`src/rtl/flash_guard_pkg.sv`:
```
package flash_guard_pkg;
  typedef enum logic [1:0] {
    KIND_WRITE = 2'd0,
    KIND_READ  = 2'd1,
    KIND_FETCH = 2'd2
  } acc_kind_e;

  localparam int unsigned N_KIND = 3;

  typedef struct packed {
    logic fetch;
    logic read;
    logic write;
  } kind_vec_t;
endpackage

```
`src/rtl/fg_rst_sync.sv`:
```
module fg_rst_sync #(
  parameter int unsigned STAGES = 2
) (
  input  logic clk,
  input  logic rst_n_i,
  output logic rst_n_o
);
  logic [STAGES-1:0] sync_q;

  always_ff @(posedge clk or negedge rst_n_i) begin
    if (!rst_n_i) sync_q <= '0;
    else          sync_q <= {sync_q[STAGES-2:0], 1'b1};
  end

  assign rst_n_o = sync_q[STAGES-1];
endmodule

```
`src/rtl/fg_bound_cmp.sv`:
```
module fg_bound_cmp #(
  parameter int unsigned ADDR_W = 16
) (
  input  logic [ADDR_W-1:0] addr_i,
  input  logic [ADDR_W-1:0] bound_i,
  output logic              above_o
);
  // Equal to the bound counts as inside the user space.
  assign above_o = (addr_i > bound_i);
endmodule

```
`src/rtl/fg_access_check.sv`:
```
module fg_access_check
  import flash_guard_pkg::*;
#(
  parameter int unsigned ADDR_W = 16
) (
  input  kind_vec_t         strobe_i,
  input  kind_vec_t         deny_i,
  input  logic [ADDR_W-1:0] addr_i,
  input  logic [ADDR_W-1:0] lock_addr_i,
  input  logic              supply_ok_i,
  output kind_vec_t         viol_o,
  output logic              any_viol_o
);
  logic              above;
  logic [N_KIND-1:0] strobe_v, deny_v, viol_v;

  fg_bound_cmp #(.ADDR_W(ADDR_W)) u_cmp (
    .addr_i  (addr_i),
    .bound_i (lock_addr_i),
    .above_o (above)
  );

  assign strobe_v = strobe_i;
  assign deny_v   = deny_i;

  for (genvar k = 0; k < N_KIND; k++) begin : g_kind
    if (k == int'(KIND_WRITE)) begin : g_wr
      assign viol_v[k] = strobe_v[k] & (above | deny_v[k] | ~supply_ok_i);
    end else begin : g_rd
      assign viol_v[k] = strobe_v[k] & (above | deny_v[k]);
    end
  end

  assign viol_o     = viol_v;
  assign any_viol_o = |viol_v;
endmodule

```
`src/rtl/fg_err_state.sv`:
```
module fg_err_state (
  input  logic clk,
  input  logic rst_n,
  input  logic viol_i,
  input  logic clr_i,
  output logic err_rst_o,
  output logic err_flag_o
);
  logic req_q, req_d;
  logic flag_q, flag_d;

  always_comb begin
    req_d  = viol_i;
    flag_d = flag_q;
    if (clr_i)  flag_d = 1'b0;
    if (viol_i) flag_d = 1'b1;
  end

  always_ff @(posedge clk or negedge rst_n) begin
    if (!rst_n) begin
      req_q  <= 1'b0;
      flag_q <= 1'b0;
    end else begin
      req_q  <= req_d;
      flag_q <= flag_d;
    end
  end

  assign err_rst_o  = req_q;
  assign err_flag_o = flag_q;

  // the flag holds unless a clear arrives
  a_r10_flag_holds: assert property (@(posedge clk) disable iff (!rst_n)
    (flag_q && !clr_i) |=> flag_q);
  // a request always comes with the flag set
  a_r10_flag_with_req: assert property (@(posedge clk) disable iff (!rst_n)
    req_q |-> flag_q);
  // a clear without a new violation empties the flag
  a_r10_clear: assert property (@(posedge clk) disable iff (!rst_n)
    (clr_i && !viol_i) |=> !flag_q);
endmodule

```
`src/rtl/flash_guard.sv`:
```
module flash_guard
  import flash_guard_pkg::*;
#(
  parameter int unsigned ADDR_W      = 16,
  parameter int unsigned SYNC_STAGES = 2
) (
  input  logic              clk,
  input  logic              rst_n,
  input  logic              wr_req_i,
  input  logic              store_wr_en_i,
  input  logic              rd_req_i,
  input  logic              fetch_req_i,
  input  logic [ADDR_W-1:0] addr_i,
  input  logic [ADDR_W-1:0] lock_addr_i,
  input  logic              supmon_on_i,
  input  logic              supmon_high_i,
  input  logic [2:0]        sec_deny_i,
  input  logic              other_rst_i,
  output logic              wr_commit_o,
  output logic              err_rst_o,
  output logic              err_flag_o
);
  logic      rst_n_s;
  logic      supply_ok;
  logic      any_viol;
  kind_vec_t strobe, deny, viol;

  fg_rst_sync #(.STAGES(SYNC_STAGES)) u_rst_sync (
    .clk     (clk),
    .rst_n_i (rst_n),
    .rst_n_o (rst_n_s)
  );

  assign supply_ok    = supmon_on_i & supmon_high_i;
  assign strobe.write = wr_req_i & store_wr_en_i;
  assign strobe.read  = rd_req_i;
  assign strobe.fetch = fetch_req_i;
  assign deny.write   = sec_deny_i[0];
  assign deny.read    = sec_deny_i[1];
  assign deny.fetch   = sec_deny_i[2];

  fg_access_check #(.ADDR_W(ADDR_W)) u_check (
    .strobe_i    (strobe),
    .deny_i      (deny),
    .addr_i      (addr_i),
    .lock_addr_i (lock_addr_i),
    .supply_ok_i (supply_ok),
    .viol_o      (viol),
    .any_viol_o  (any_viol)
  );

  assign wr_commit_o = strobe.write & ~viol.write;

  fg_err_state u_state (
    .clk        (clk),
    .rst_n      (rst_n_s),
    .viol_i     (any_viol),
    .clr_i      (other_rst_i),
    .err_rst_o  (err_rst_o),
    .err_flag_o (err_flag_o)
  );

  // a violation is followed by a request on the next edge
  a_r11_req_follows: assert property (@(posedge clk) disable iff (!rst_n_s)
    any_viol |=> err_rst_o);
  // a clean cycle leaves no request
  a_r11_no_spurious: assert property (@(posedge clk) disable iff (!rst_n_s)
    !any_viol |=> !err_rst_o);
  // a committed write is never one the checker flagged
  a_r8_commit_legal: assert property (@(posedge clk) disable iff (!rst_n_s)
    wr_commit_o |-> !viol.write);
  // a clean read exactly at the boundary is legal
  a_r6_equal_legal: assert property (@(posedge clk) disable iff (!rst_n_s)
    (rd_req_i && !fetch_req_i && !strobe.write && addr_i == lock_addr_i && !sec_deny_i[1])
      |-> !any_viol);
  // a write strobe without enable never commits
  a_r9_no_enable: assert property (@(posedge clk) disable iff (!rst_n_s)
    !store_wr_en_i |-> !wr_commit_o);
endmodule

```
`config.mk`:
```
export PLATFORM = sky130hd
export DESIGN_NAME = flash_guard
export DESIGN_NICKNAME = d
export VERILOG_FILES = /design/src/rtl/flash_guard_pkg.sv /design/src/rtl/fg_rst_sync.sv /design/src/rtl/fg_bound_cmp.sv /design/src/rtl/fg_access_check.sv /design/src/rtl/fg_err_state.sv /design/src/rtl/flash_guard.sv
export SDC_FILE = /design/constraint.sdc
export NUM_CORES = 1
export LEC_CHECK = 0
export ABC_AREA = 1
export BUFFER_PORTS_ARGS = -buffer_cell sky130_fd_sc_hd__buf_4
export CAP_MARGIN = 20
export CORE_UTILIZATION = 40
export CTS_CLUSTER_SIZE = 30
export DETAILED_ROUTE_END_ITERATION = 10
export GPL_ROUTABILITY_DRIVEN = 0
export PLACE_DENSITY = 0.81
export SYNTH_ARGS = -nofsm -noshare
export SYNTH_HDL_FRONTEND = slang
export SYNTH_SLANG_ARGS = --single-unit
```
`constraint.sdc`:
```
create_clock -name clk -period 1.5 [get_ports clk]
set_input_delay 0 -clock clk [delete_from_list [all_inputs] [get_ports clk]]
set_output_delay 0 -clock clk [all_outputs]
set_load 0.005 [all_outputs]
```
; Word level (Yosys, flattened, before mapping)
; Cells that the tools add are included.
[totals]
reg_bits = 4
output_inout_bits = 3
inputBits = 44
word_cells = 20
[op_classes]
reduce_logical = 2
order_cmp = 1
muxes = 2
n_bitwise = 12
[op_table]
columns = operator, n
row1 = greater-than comparator 16 bit, 1
row2 = AND 1 bit, 6
row3 = OR 1 bit, 4
row4 = OR reduction 3 bit, 1
row5 = 2-to-1 mux 1 bit, 2
row6 = inverter 1 bit, 2
row7 = nonzero test 2 bit, 1

; Logic depth before layout (Yosys ltp)
; Gate-level depths: netlist of run 1.
[depth]
ltp_word = 6
ltp_mapped = 15
ltp_nobuf = 15

; Hierarchy
; A second synthesis of run 1 with hierarchy kept.
[hier_totals]
hier_cells = 95
hier_area_um2 = 613.1
[modules_own_cells]
columns = mod, cells_each, area_per_inst_um2, seq_area_each_um2, instances
row1 = fg_bound_cmp, 72, 435.4, 0.0, 1
row2 = fg_err_state, 6, 65.1, 50.0, 1
row3 = fg_rst_sync, 3, 53.8, 50.0, 1
row4 = fg_access_check, 9, 37.5, 0.0, 1
row5 = flash_guard, 5, 21.3, 0.0, 1

; Least setup slack after synthesis of run 1
; OpenSTA, ideal clock, no wires.
[synth_path]
path_type = input port to flip-flop
startpoint = input lock_addr_i[15]
endpoint = register u_state.flag_q (netlist: u_state.err_flag_o)
stages = 10
n_path_buf = 0
t_arrival_ns = 0.937
setup_time_ns = 0.130
required_time_ns = 1.370
slack_ns = 0.433
path_cell_list = inv_1 -> ha_1 -> a21oi_1 -> o21ai_0 -> a21oi_1 -> nand2_1 -> nand2_2 -> nand2_1 -> nand2_1 -> nand4_1
[synth_between]
elab_chain_len = 6
elab_cells_between_ends = 11
classes_between = 1 x order compare / 1 x mux / 7 x bitwise / 2 x reduce/logical
[synth_lines]
columns = item, line_no
row1 = "start, declared", flash_guard.sv:14  ; input logic [ADDR_W-1:0] lock_addr_i,
row2 = greater-than comparator 16 bit *, fg_bound_cmp.sv:9  ; assign above_o = (addr_i > bound_i);
row3 = OR 1 bit (2 in series), fg_access_check.sv:28  ; assign viol_v[k] = strobe_v[k] & (above | deny_v[k] | ~supply_ok_i);
row4 = AND 1 bit, fg_access_check.sv:28
row5 = OR reduction 3 bit *, fg_access_check.sv:35  ; assign any_viol_o = |viol_v;
row6 = 2-to-1 mux 1 bit or nonzero test 2 bit (tied branches), -
row7 = "end signal, assigned", fg_err_state.sv:25  ; flag_q <= flag_d;
row8 = "end, declared", fg_err_state.sv:10  ; logic flag_q, flag_d;
; Every way passes the cells marked *; elsewhere a longest branch is shown, timed or not.
; A chain may end at the register's enable or synchronous reset.

; Worst setup path in the final report of run 1
[layout_path]
startpoint = input addr_i[11]
endpoint = output wr_commit_o
[layout_between]
elab_chain_len = 6
[layout_lines]
columns = item, line_no
row1 = "start, declared", flash_guard.sv:13  ; input logic [ADDR_W-1:0] addr_i,
row2 = greater-than comparator 16 bit, fg_bound_cmp.sv:9
row3 = OR 1 bit (2 in series), fg_access_check.sv:28
row4 = AND 1 bit, fg_access_check.sv:28
row5 = inverter 1 bit, flash_guard.sv:52  ; assign wr_commit_o = strobe.write & ~viol.write;
row6 = AND 1 bit, flash_guard.sv:52
row7 = "end, declared", flash_guard.sv:19  ; output logic wr_commit_o,
; Every way passes these cells.

==> results of run 1 <==
-- metrics by stage --
| stage | instance area [sq um] | hold WS, ns | utilization, % | total power, mW | cells |
|---|---|---|---|---|---|
| after detailed placement | 972 | -0.217 | 72.0 | 0.339 | 153 |
| after global placement | 972 | -0.218 | 72.0 | 0.331 | 153 |
| final | 1000 | 0.0152 | 74.4 | 0.469 | 157 |
| after floorplan | 608 | -0.296 | - | 0.223 | 92 |
| after CTS | 1000 | 0.0132 | 74.4 | 0.475 | 157 |
| after global routing | 1000 | 0.0254 | 74.4 | 0.516 | 157 |
-- final timing paths --
| path | startpoint | endpoint | slack, ns | cells past startpoint |
|---|---|---|---|---|
| max in group asynchronous | rst_n | u_rst_sync.sync_q[0]$_DFF_PN0_ | 1.31 | 2 |
| worst max register to register | u_state.err_flag_o$_DFFE_PN0P_ | u_state.err_flag_o$_DFFE_PN0P_ | 0.85 | 2 |
| worst min register to register | u_rst_sync.sync_q[1]$_DFF_PN0_ | u_state.err_flag_o$_DFFE_PN0P_ | 0.02 | 0 |
| worst max-delay path | addr_i[11] | wr_commit_o | 0.28 | 10 |
| worst min-delay path | u_rst_sync.sync_q[1]$_DFF_PN0_ | u_state.err_flag_o$_DFFE_PN0P_ | 0.02 | 0 |
| min in group clk | fetch_req_i | u_state.err_flag_o$_DFFE_PN0P_ | 0.02 | 3 |
-- metal layers --
metal  share of wire (%)  wire length, microns
met5                   0                     0
met3                 7.1                    99
met4                   0                     0
met2                  56                   772
met1                  37                   516
-- sequential cells by signal, indices dropped and copies added, names as in the netlist --
signal	flops
u_state.err_flag_o	1
u_rst_sync.sync_q	2
u_state.err_rst_o	1
-- report_power, final --
group | internal, mW | switching [mW]
Combinational | 0.130 | 0.0880
Sequential | 0.117 | 0.00321
Clock | 0.0894 | 0.0422
-- cells by family after synthesis --
logic type	Yosys count	share of synthesized area, %
AO/OA/AOI/OAI	8	7.00
adder cells (fa/ha/maj)	16	32.9
flip-flops	4	16.5
other	1	0.617
AND/OR/NAND/NOR	39	28.2
buffers and inverters	24	14.8
-- synth_stat cells, drive strengths merged --
master and n:
inv 24, nand3 3, ha 16, nand2 26
o21ai 1, nand4 2, conb 1, dfrtp 4
nor2 6, and3b 1, a21oi 6, nor3 1
a21o 1
-- area by class of cell --
class,count,area [sq um]
clock buffers,3,22.5
fillers,128,345
inverters,24,90.1
multi-input cells,64,418
flip-flops and latches,4,100
well taps,15,18.8
repair buffers,47,355
==> flow_metrics.env, run 1 <==
export IMPL_status="completed"
export IMPL_vias_per_cell=4.64
export IMPL_drc=0
export IMPL_grt_util_met2_pct=43.0
export IMPL_syn_num_nets=152
export IMPL_critPathArrivalTime_ns=1.22
export IMPL_synth_area_per_cell_sq_um=6.61
export IMPL_start_util_pct=45.0
export IMPL_powerDensity_mw_per_mm2=467
export IMPL_synth_seq_cells=4
export IMPL_clock_latency_ns=0.23
export IMPL_hold_path_class="flop to async pin"
export IMPL_rows=13
export IMPL_crit_buf_inv=2
export IMPL_die_x_microns=41.0
export IMPL_areaGrowthSynthToFinish_pct=65.2
export IMPL_syn_cell_area_sq_um=608
export IMPL_final_nets=204
export IMPL_cp_top_family="simple AND/OR/NAND/NOR gates"
export IMPL_clock_sinks=4
export IMPL_cts_resized=0
export IMPL_fmax_mhz=819
export IMPL_antenna_found_initial=0
export IMPL_cp_slowest_cell="ha_1"
export IMPL_grt_start_max_net_pins=4
export IMPL_final_setup_skew_ns=0.00218
export IMPL_clockRootBuffer="clkbuf_4"
export IMPL_slowest_delay_ns=0.31
export IMPL_crit_required_ns=1.50
export IMPL_grtUsageMet3_pct=6.52
export IMPL_post_drt_wl_per_cell_microns=8.84
export IMPL_drt_total_wl_microns=1390
export IMPL_grt_overflow_total=0
export IMPL_ir_drop_mv=0.598
export IMPL_cp_max_fo=3
export IMPL_h_tree_depth=1
export IMPL_criticalPathCategory="primary input to output pin"
export IMPL_dieArea_sq_mm=0.00168
export IMPL_grt_busiest_layer="met2"
export IMPL_critPathMostFrequentCell="nand2_1"
export IMPL_cellLeakagePower_nw=0.645
export IMPL_syn_inst=92
export IMPL_grt_usage_pct=19.6
export IMPL_max_cap_violations=0
export IMPL_pin_count=47
export IMPL_worst_slack_ns=0.279
export IMPL_final_cell_mix="buf_4, inv_1, nand2_1, ha_1"
export IMPL_die_y_microns=41.0
export IMPL_grt_pass1_vias=666
export IMPL_layout_commonest_cell="buf_4"
export IMPL_coreArea_sq_mm=0.00135
export IMPL_dr_pass1_iters=2
export IMPL_grt_first_pass_wirelength_microns=2240
export IMPL_crit_chain="buf_4 -> ha_1 -> a21oi_1 -> nand2_1 -> a21oi_1 -> nand2_1 -> nand2_2 -> nand2_1 -> nor2_1 -> buf_4"
export IMPL_rsz0062_at_grt="false"
export IMPL_drtAntennaViolNets=0
export IMPL_path_clk_slew_ns=0.04
export IMPL_drive_gt1_share_pct=36.6
export IMPL_dp_slack_ns=0.191
export IMPL_port_buffers=46
export IMPL_synth_largest_area_cell="ha_1"
export IMPL_seq_area_frac_synth_pct=16.5
export IMPL_vias=728
export IMPL_end_kind="output pin"
export IMPL_period_share_pct=81.4
export IMPL_cts_hold_buf=1
export IMPL_met1_usage_pct=16.6
export IMPL_cts_tree="built"
export IMPL_cts_buffers=3
export IMPL_worstSetupStartpointType="primary input"
export IMPL_yosysUniqueCellTypes=14
export IMPL_dpl_hpwl_microns=1260
export IMPL_drtIter0Drc=2
export IMPL_slew_viol_final=0
export IMPL_min_period_ns=1.22
export IMPL_hold_viol=0
export IMPL_synth_warnings=0
export IMPL_setup_viol_count_final=0
export IMPL_post_cts_buffers=0
export IMPL_yosys_area_top_type_share_pct=32.9
export IMPL_synth_area_leaders="ha_1, dfrtp_1, inv_1, nand2_1, a21oi_1"
export IMPL_clock_path_buffers=2
export IMPL_antenna_cells=0
export IMPL_fin_setup_tns_ns=0
Power figures use the tool's default switching activity.
==> inputs of run 2 (changes only) <==
--- a/config.mk
+++ b/config.mk
@@ -8,11 +8,11 @@
 export ABC_AREA = 1
 export BUFFER_PORTS_ARGS = -buffer_cell sky130_fd_sc_hd__buf_4
 export CAP_MARGIN = 20
-export CORE_UTILIZATION = 40
+export CORE_UTILIZATION = 35
 export CTS_CLUSTER_SIZE = 30
 export DETAILED_ROUTE_END_ITERATION = 10
 export GPL_ROUTABILITY_DRIVEN = 0
-export PLACE_DENSITY = 0.81
+export PLACE_DENSITY = 0.75
 export SYNTH_ARGS = -nofsm -noshare
 export SYNTH_HDL_FRONTEND = slang
 export SYNTH_SLANG_ARGS = --single-unit
==> constraint.sdc (replaced) <==
create_clock -name clk -period 1.05 [get_ports clk]
set_input_delay 0 -clock clk [delete_from_list [all_inputs] [get_ports clk]]
set_output_delay 0 -clock clk [all_outputs]
set_load 0.005 [all_outputs]
==> run 2 against run 1 <==
The run now ends with design-rule violations, negative setup slack left. Register-to-register slack got worse by 0.46 ns. Largest power group unchanged. Worst hold slack improved by 0.0052 ns. Cell area is 33% higher. Critical path type unchanged. Largest cell class unchanged. Routed wire length grew 52%. Setup slack worse by 0.39 ns. Combinational power is 140% higher.
==> flow_metrics.env, run 2 (same netlist as run 1, synthesis figures left out) <==
export IMPL_grt_pass1_vias=733
export IMPL_pin_count=47
export IMPL_grt_usage_pct=17.5
export IMPL_worstSetupStartpointType="primary input"
export IMPL_grt_start_max_net_pins=4
export IMPL_cts_buffers=3
export IMPL_hold_viol=0
export IMPL_vias=780
export IMPL_critPathArrivalTime_ns=1.16
export IMPL_clock_sinks=4
export IMPL_clockRootBuffer="clkbuf_4"
export IMPL_h_tree_depth=1
export IMPL_antenna_found_initial=0
export IMPL_fillers=84
export IMPL_final_setup_skew_ns=0.00412
export IMPL_ir_drop_mv=0.961
export IMPL_drtIter0Drc=13
export IMPL_period_share_pct=110
export IMPL_cellLeakagePower_nw=0.688
export IMPL_status="complete, but fails checks"
export IMPL_areaGrowthSynthToFinish_pct=120
export IMPL_hold_path_class="flop to async pin"
export IMPL_port_buffers=46
export IMPL_worst_slack_ns=-0.109
export IMPL_violations="design-rule violations, negative setup slack"
export IMPL_max_cap_violations=0
export IMPL_crit_required_ns=1.05
export IMPL_clock_latency_ns=0.23
export IMPL_path_clk_slew_ns=0.04
export IMPL_place_inst=155
export IMPL_fmax_mhz=863
export IMPL_rsz0062_at_grt="true"
export IMPL_powerDensity_mw_per_mm2=656
export IMPL_dieArea_sq_mm=0.00191
export IMPL_drive_gt1_share_pct=69.9
export IMPL_final_cell_mix="buf_4, nand2_1, ha_4, inv_1, inv_2"
export IMPL_drtAntennaViolNets=0
export IMPL_post_drt_wl_per_cell_microns=13.0
export IMPL_coreArea_sq_mm=0.00156
export IMPL_die_x_microns=43.7
export IMPL_drt_total_wl_microns=2110
export IMPL_drc=4
export IMPL_start_util_pct=39.0
export IMPL_rows=14
export IMPL_end_kind="output pin"
export IMPL_power_mw=0.877
export IMPL_dp_slack_ns=-0.233
export IMPL_dr_pass1_iters=7
export IMPL_top_register="u_rst_sync.sync_q"
export IMPL_cp_max_fo=2
export IMPL_slew_viol_final=0
export IMPL_dpl_hpwl_microns=1270
export IMPL_clock_path_buffers=2
export IMPL_utilization_pct=85.8
export IMPL_grt_overflow_total=0
export IMPL_cts_tree="built"
export IMPL_vias_per_cell=4.81
export IMPL_setup_viol_count_final=3
export IMPL_final_nets=208
export IMPL_min_period_ns=1.16
export IMPL_criticalPathCategory="primary input to output pin"
export IMPL_antenna_cells=0
export IMPL_largest_reg_flops=2
export IMPL_stdcell_count=162
export IMPL_layout_commonest_cell="buf_4"
export IMPL_die_y_microns=43.7
export IMPL_grt_first_pass_wirelength_microns=2540
-- run 2: cell types whose count changed in the layout (fill, tap and decap cells not counted), moves of 7 or more --
cell,previous run,this run
ha_4,0,14
buf_6,0,7
inv_1,24,10
inv_2,0,9
ha_1,16,2
nand2_1,24,15
-- run 2: worst max-delay path: stages --
cell,delay [ns]
buf_4,0.11
inv_2,0.05
ha_4,0.20
a21oi_2,0.17
o21ai_2,0.08
a21oi_2,0.12
nand2_1,0.08
nand2_2,0.09
nand2_2,0.06
nor2_2,0.09
buf_4,0.11
-- run 2: area by class of cell --
class / count / area, sq um / share of cell area (%)
Multi-Input combinational cell: 64 / 676 / 50.5
Sequential cell: 4 / 100 / 7.48
Timing Repair Buffer: 51 / 417 / 31.2
Tap cell: 16 / 20.0 / 1.50
Clock buffer: 3 / 22.5 / 1.68
Inverter: 24 / 103 / 7.67
-- run 2: path summary, 6_finish.rpt --
kind	slack [ns]	start	depth (start not counted)	end
max	-0.11	lock_addr_i[13]	11	wr_commit_o
min reg2reg	0.02	u_rst_sync.sync_q[1]$_DFF_PN0_	0	u_state.err_rst_o$_DFF_PN0_
min in group clk	0.07	other_rst_i	4	u_state.err_flag_o$_DFFE_PN0P_
max reg2reg	0.39	u_state.err_flag_o$_DFFE_PN0P_	2	u_state.err_flag_o$_DFFE_PN0P_
min	0.02	u_rst_sync.sync_q[1]$_DFF_PN0_	0	u_state.err_rst_o$_DFF_PN0_
max in group asynchronous	0.86	rst_n	2	u_rst_sync.sync_q[0]$_DFF_PN0_
-- run 2: routing by layer --
metal	share of wire [%]	GRT usage [%]	up-vias	routed length (microns)
li1	-	-	396	-
met1	35	16.3	344	731
met2	57	35.5	38	1210
met3	7.2	5.42	2	152
met4	0.71	4.38	0	15
met5	0	0	-	0
-- run 2: per-stage QoR --
step / hold WS [ns] / cell area (sq um) / setup TNS [ns]
global placement: -0.217 / 993 / -0.541
global route: 0.0304 / 1340 / -0.409
detailed placement: -0.217 / 993 / -0.601
floorplan: -0.296 / 621 / -0.00629
CTS: 0.0168 / 1150 / -0.127
finish: 0.0204 / 1340 / -0.200
-- run 2: power breakdown --
| part | internal [mW] | leakage [nW] | switching [mW] |
|---|---|---|---|
| logic | 0.296 | 0.630 | 0.224 |
| registers | 0.167 | 0.0439 | 0.00479 |
| clock network | 0.128 | 0.0138 | 0.0587 |
-- run 2: timing repair --
| action | 4_1_cts | 5_1_grt |
|---|---|---|
| buffers inserted | 1 | 0 |
| hold endpoints to repair | 2 | 1 |
| hold buffers | 1 | 2 |
| resized for setup | 21 | 43 |
| pin swaps | 6 | 18 |
| setup endpoints to repair | 1 | 3 |
==> inputs of run 3 (changes only) <==
--- a/config.mk
+++ b/config.mk
@@ -8,11 +8,14 @@
 export ABC_AREA = 1
 export BUFFER_PORTS_ARGS = -buffer_cell sky130_fd_sc_hd__buf_4
 export CAP_MARGIN = 20
-export CORE_UTILIZATION = 35
+export CELL_PAD_IN_SITES_DETAIL_PLACEMENT = 1
+export CELL_PAD_IN_SITES_GLOBAL_PLACEMENT = 2
+export CORE_UTILIZATION = 16
 export CTS_CLUSTER_SIZE = 30
 export DETAILED_ROUTE_END_ITERATION = 10
 export GPL_ROUTABILITY_DRIVEN = 0
-export PLACE_DENSITY = 0.75
+export PLACE_DENSITY_LB_ADDON = 0.1
 export SYNTH_ARGS = -nofsm -noshare
 export SYNTH_HDL_FRONTEND = slang
+export SYNTH_HIERARCHICAL = 1
 export SYNTH_SLANG_ARGS = --single-unit
==> run 3 against run 2 <==
The flow finishes with violations (negative setup slack). Area after synthesis is 0.41% lower. Sequential share of layout area is 0.29 points lower. First-iteration DRC count is 7.7% lower. Maximum frequency is 8.7% lower. Combinational power is 3% lower. Sequential power hardly changed. Cell area is 4.0% higher. Register-to-register slack better by 0.06 ns. Flip-flop and latch count stayed put. Critical endpoint unchanged. Largest cell class unchanged. Largest power group unchanged.
==> flow_metrics.env, run 3 <==
export IMPL_grt_pass1_vias=832
export IMPL_ff2ff_setup_slack_ns=0.45
export IMPL_fillers=418
export IMPL_drtAntennaViolNets=0
export IMPL_syn_cell_area_sq_um=606
export IMPL_worstSetupStartpointType="primary input"
export IMPL_crit_required_ns=1.05
export IMPL_drive_gt1_share_pct=69.2
export IMPL_p_comb_share_pct=50.5
export IMPL_grt_start_max_net_pins=4
export IMPL_criticalPathCategory="primary input to output pin"
export IMPL_antenna_found_initial=0
export IMPL_cts_buffers=3
export IMPL_fin_worst_hold_slack_ns=0.0180
export IMPL_grt_first_pass_wirelength_microns=3170
export IMPL_cts_tree="built"
export IMPL_vias=754
export IMPL_clock_latency_ns=0.22
export IMPL_r2r_cells=2
export IMPL_areaGrowthSynthToFinish_pct=130
export IMPL_rows=21
export IMPL_vias_per_cell=3.93
export IMPL_clock_sinks=4
export IMPL_pin_count=47
export IMPL_post_drt_wl_per_cell_microns=9.07
export IMPL_end_kind="output pin"
export IMPL_fin_setup_tns_ns=-0.471
export IMPL_slew_viol_final=0
export IMPL_final_nets=208
export IMPL_die_x_microns=63.5
export IMPL_max_cap_violations=0
export IMPL_drtIter0Drc=12
export IMPL_final_cell_mix="buf_4, nand2_1, ha_4, inv_2, inv_1"
export IMPL_synth_warnings=6
export IMPL_min_period_ns=1.27
export IMPL_synth_area_per_cell_sq_um=6.51
export IMPL_violations="negative setup slack"
export IMPL_path_clk_slew_ns=0.03
export IMPL_p_clk_share_pct=32.3
export IMPL_p_int_mw=0.700
export IMPL_worstReg2RegEnd="u_state/err_flag_o$_DFFE_PN0P_"
export IMPL_syn_num_nets=153
export IMPL_clockRootBuffer="clkbuf_8"
export IMPL_cellLeakagePower_nw=0.686
export IMPL_status="complete, but fails checks"
export IMPL_hold_viol=0
export IMPL_setup_viol_count_final=3
export IMPL_rsz0062_at_grt="true"
export IMPL_drc=0
export IMPL_dieArea_sq_mm=0.00403
export IMPL_h_tree_depth=1
export IMPL_period_share_pct=121
export IMPL_largest_reg_flops=2
export IMPL_grt_usage_pct=9.87
export IMPL_layout_commonest_cell="buf_4"
export IMPL_dr_pass1_iters=2
export IMPL_grt_overflow_total=0
export IMPL_critPathArrivalTime_ns=1.27
export IMPL_cp_max_fo=2
export IMPL_crit_start="lock_addr_i[14]"
export IMPL_utilization_pct=40.1
export IMPL_antenna_cells=0
export IMPL_hold_path_class="flop to async pin"
export IMPL_final_setup_skew_ns=0.00186
export IMPL_coreArea_sq_mm=0.00347
export IMPL_switching_share_pct=29.4
export IMPL_start_util_pct=17.5
export IMPL_worst_slack_ns=-0.220
export IMPL_r2r_start="u_state/err_flag_o$_DFFE_PN0P_"
export IMPL_power_switching_mw=0.291
export IMPL_dpl_hpwl_microns=1450
export IMPL_die_y_microns=63.5
export IMPL_fmax_mhz=788
export IMPL_top_register="u_rst_sync/sync_q"
export IMPL_p_seq_share_pct=17.3
export IMPL_drt_total_wl_microns=1740
export IMPL_powerDensity_mw_per_mm2=713
export IMPL_syn_inst=93
export IMPL_clock_path_buffers=2
export IMPL_ir_drop_mv=0.280
export IMPL_port_buffers=46
-- run 3: through the flow --
step / cells / cell area [sq um] / worst slack, ns / total power, mW
finish: 192 / 1390 / -0.220 / 0.992
global route: 192 / 1390 / -0.344 / 1.09
CTS: 192 / 1350 / -0.218 / 0.971
detailed placement: 185 / 1140 / -0.408 / 0.547
global placement: 185 / 1140 / -0.372 / 0.539
floorplan: 93 / 734 / -0.130 / 0.355
-- run 3: worst max-delay path, stage by stage --
cell and delay [ns]:
buf_4 0.11, inv_2 0.06, ha_4 0.20, nand2_2 0.08, nor2_4 0.05, buf_4 0.12
a21oi_2 0.14, a21oi_2 0.07, nor2_1 0.08, nand2_1 0.05, nand2_1 0.07, inv_1 0.05
nor2_2 0.07, buf_4 0.11
-- run 3: area by class of cell --
cell class / count / area, sq um / area share (%)
clock buffers: 3 / 41.3 / 2.97
inverters: 26 / 118 / 8.45
multi-input cells: 63 / 667 / 47.9
flip-flops and latches: 4 / 100 / 7.19
well taps: 46 / 57.6 / 4.14
repair buffers: 50 / 408 / 29.3
-- run 3: worst max-delay path by stage --
| stage | end | slack (ns) | depth (start not counted) |
|---|---|---|---|
| 2_1_floorplan | u_state/err_flag_o$_DFFE_PN0P_ | -0.13 | 14 |
| 3_3_place_gp | u_state/err_flag_o$_DFFE_PN0P_ | -0.37 | 15 |
| 3_5_place_dp | u_state/err_flag_o$_DFFE_PN0P_ | -0.41 | 15 |
| 4_1_cts | wr_commit_o | -0.22 | 14 |
| 5_1_grt | wr_commit_o | -0.34 | 16 |
| 6_report | wr_commit_o | -0.22 | 14 |
-- run 3: what timing repair did --
| item | CTS | global route |
|---|---|---|
| hold endpoints to repair | 2 | 0 |
| resized for setup | 30 | 10 |
| pin swaps | 25 | 2 |
| hold buffers | 1 | 0 |
| buffers inserted | 3 | 0 |
| endpoints found under the setup margin | 3 | 3 |
-- run 3: power by group through the flow --
stage / clock, mW / combinational, mW / sequential (mW)
final: 0.320 / 0.501 / 0.171
after global routing: 0.348 / 0.564 / 0.173
after CTS: 0.328 / 0.471 / 0.171
after detailed placement: 0 / 0.373 / 0.173
after global placement: 0 / 0.365 / 0.173
after floorplan: 0 / 0.181 / 0.174
-- run 3: routing by layer --
metal	GRT usage (%)	routed length, microns	up-vias
li1	-	-	390
met1	10.4	636	337
met2	18.6	960	25
met3	1.99	120	2
met4	4.26	24	0
met5	0	0	-
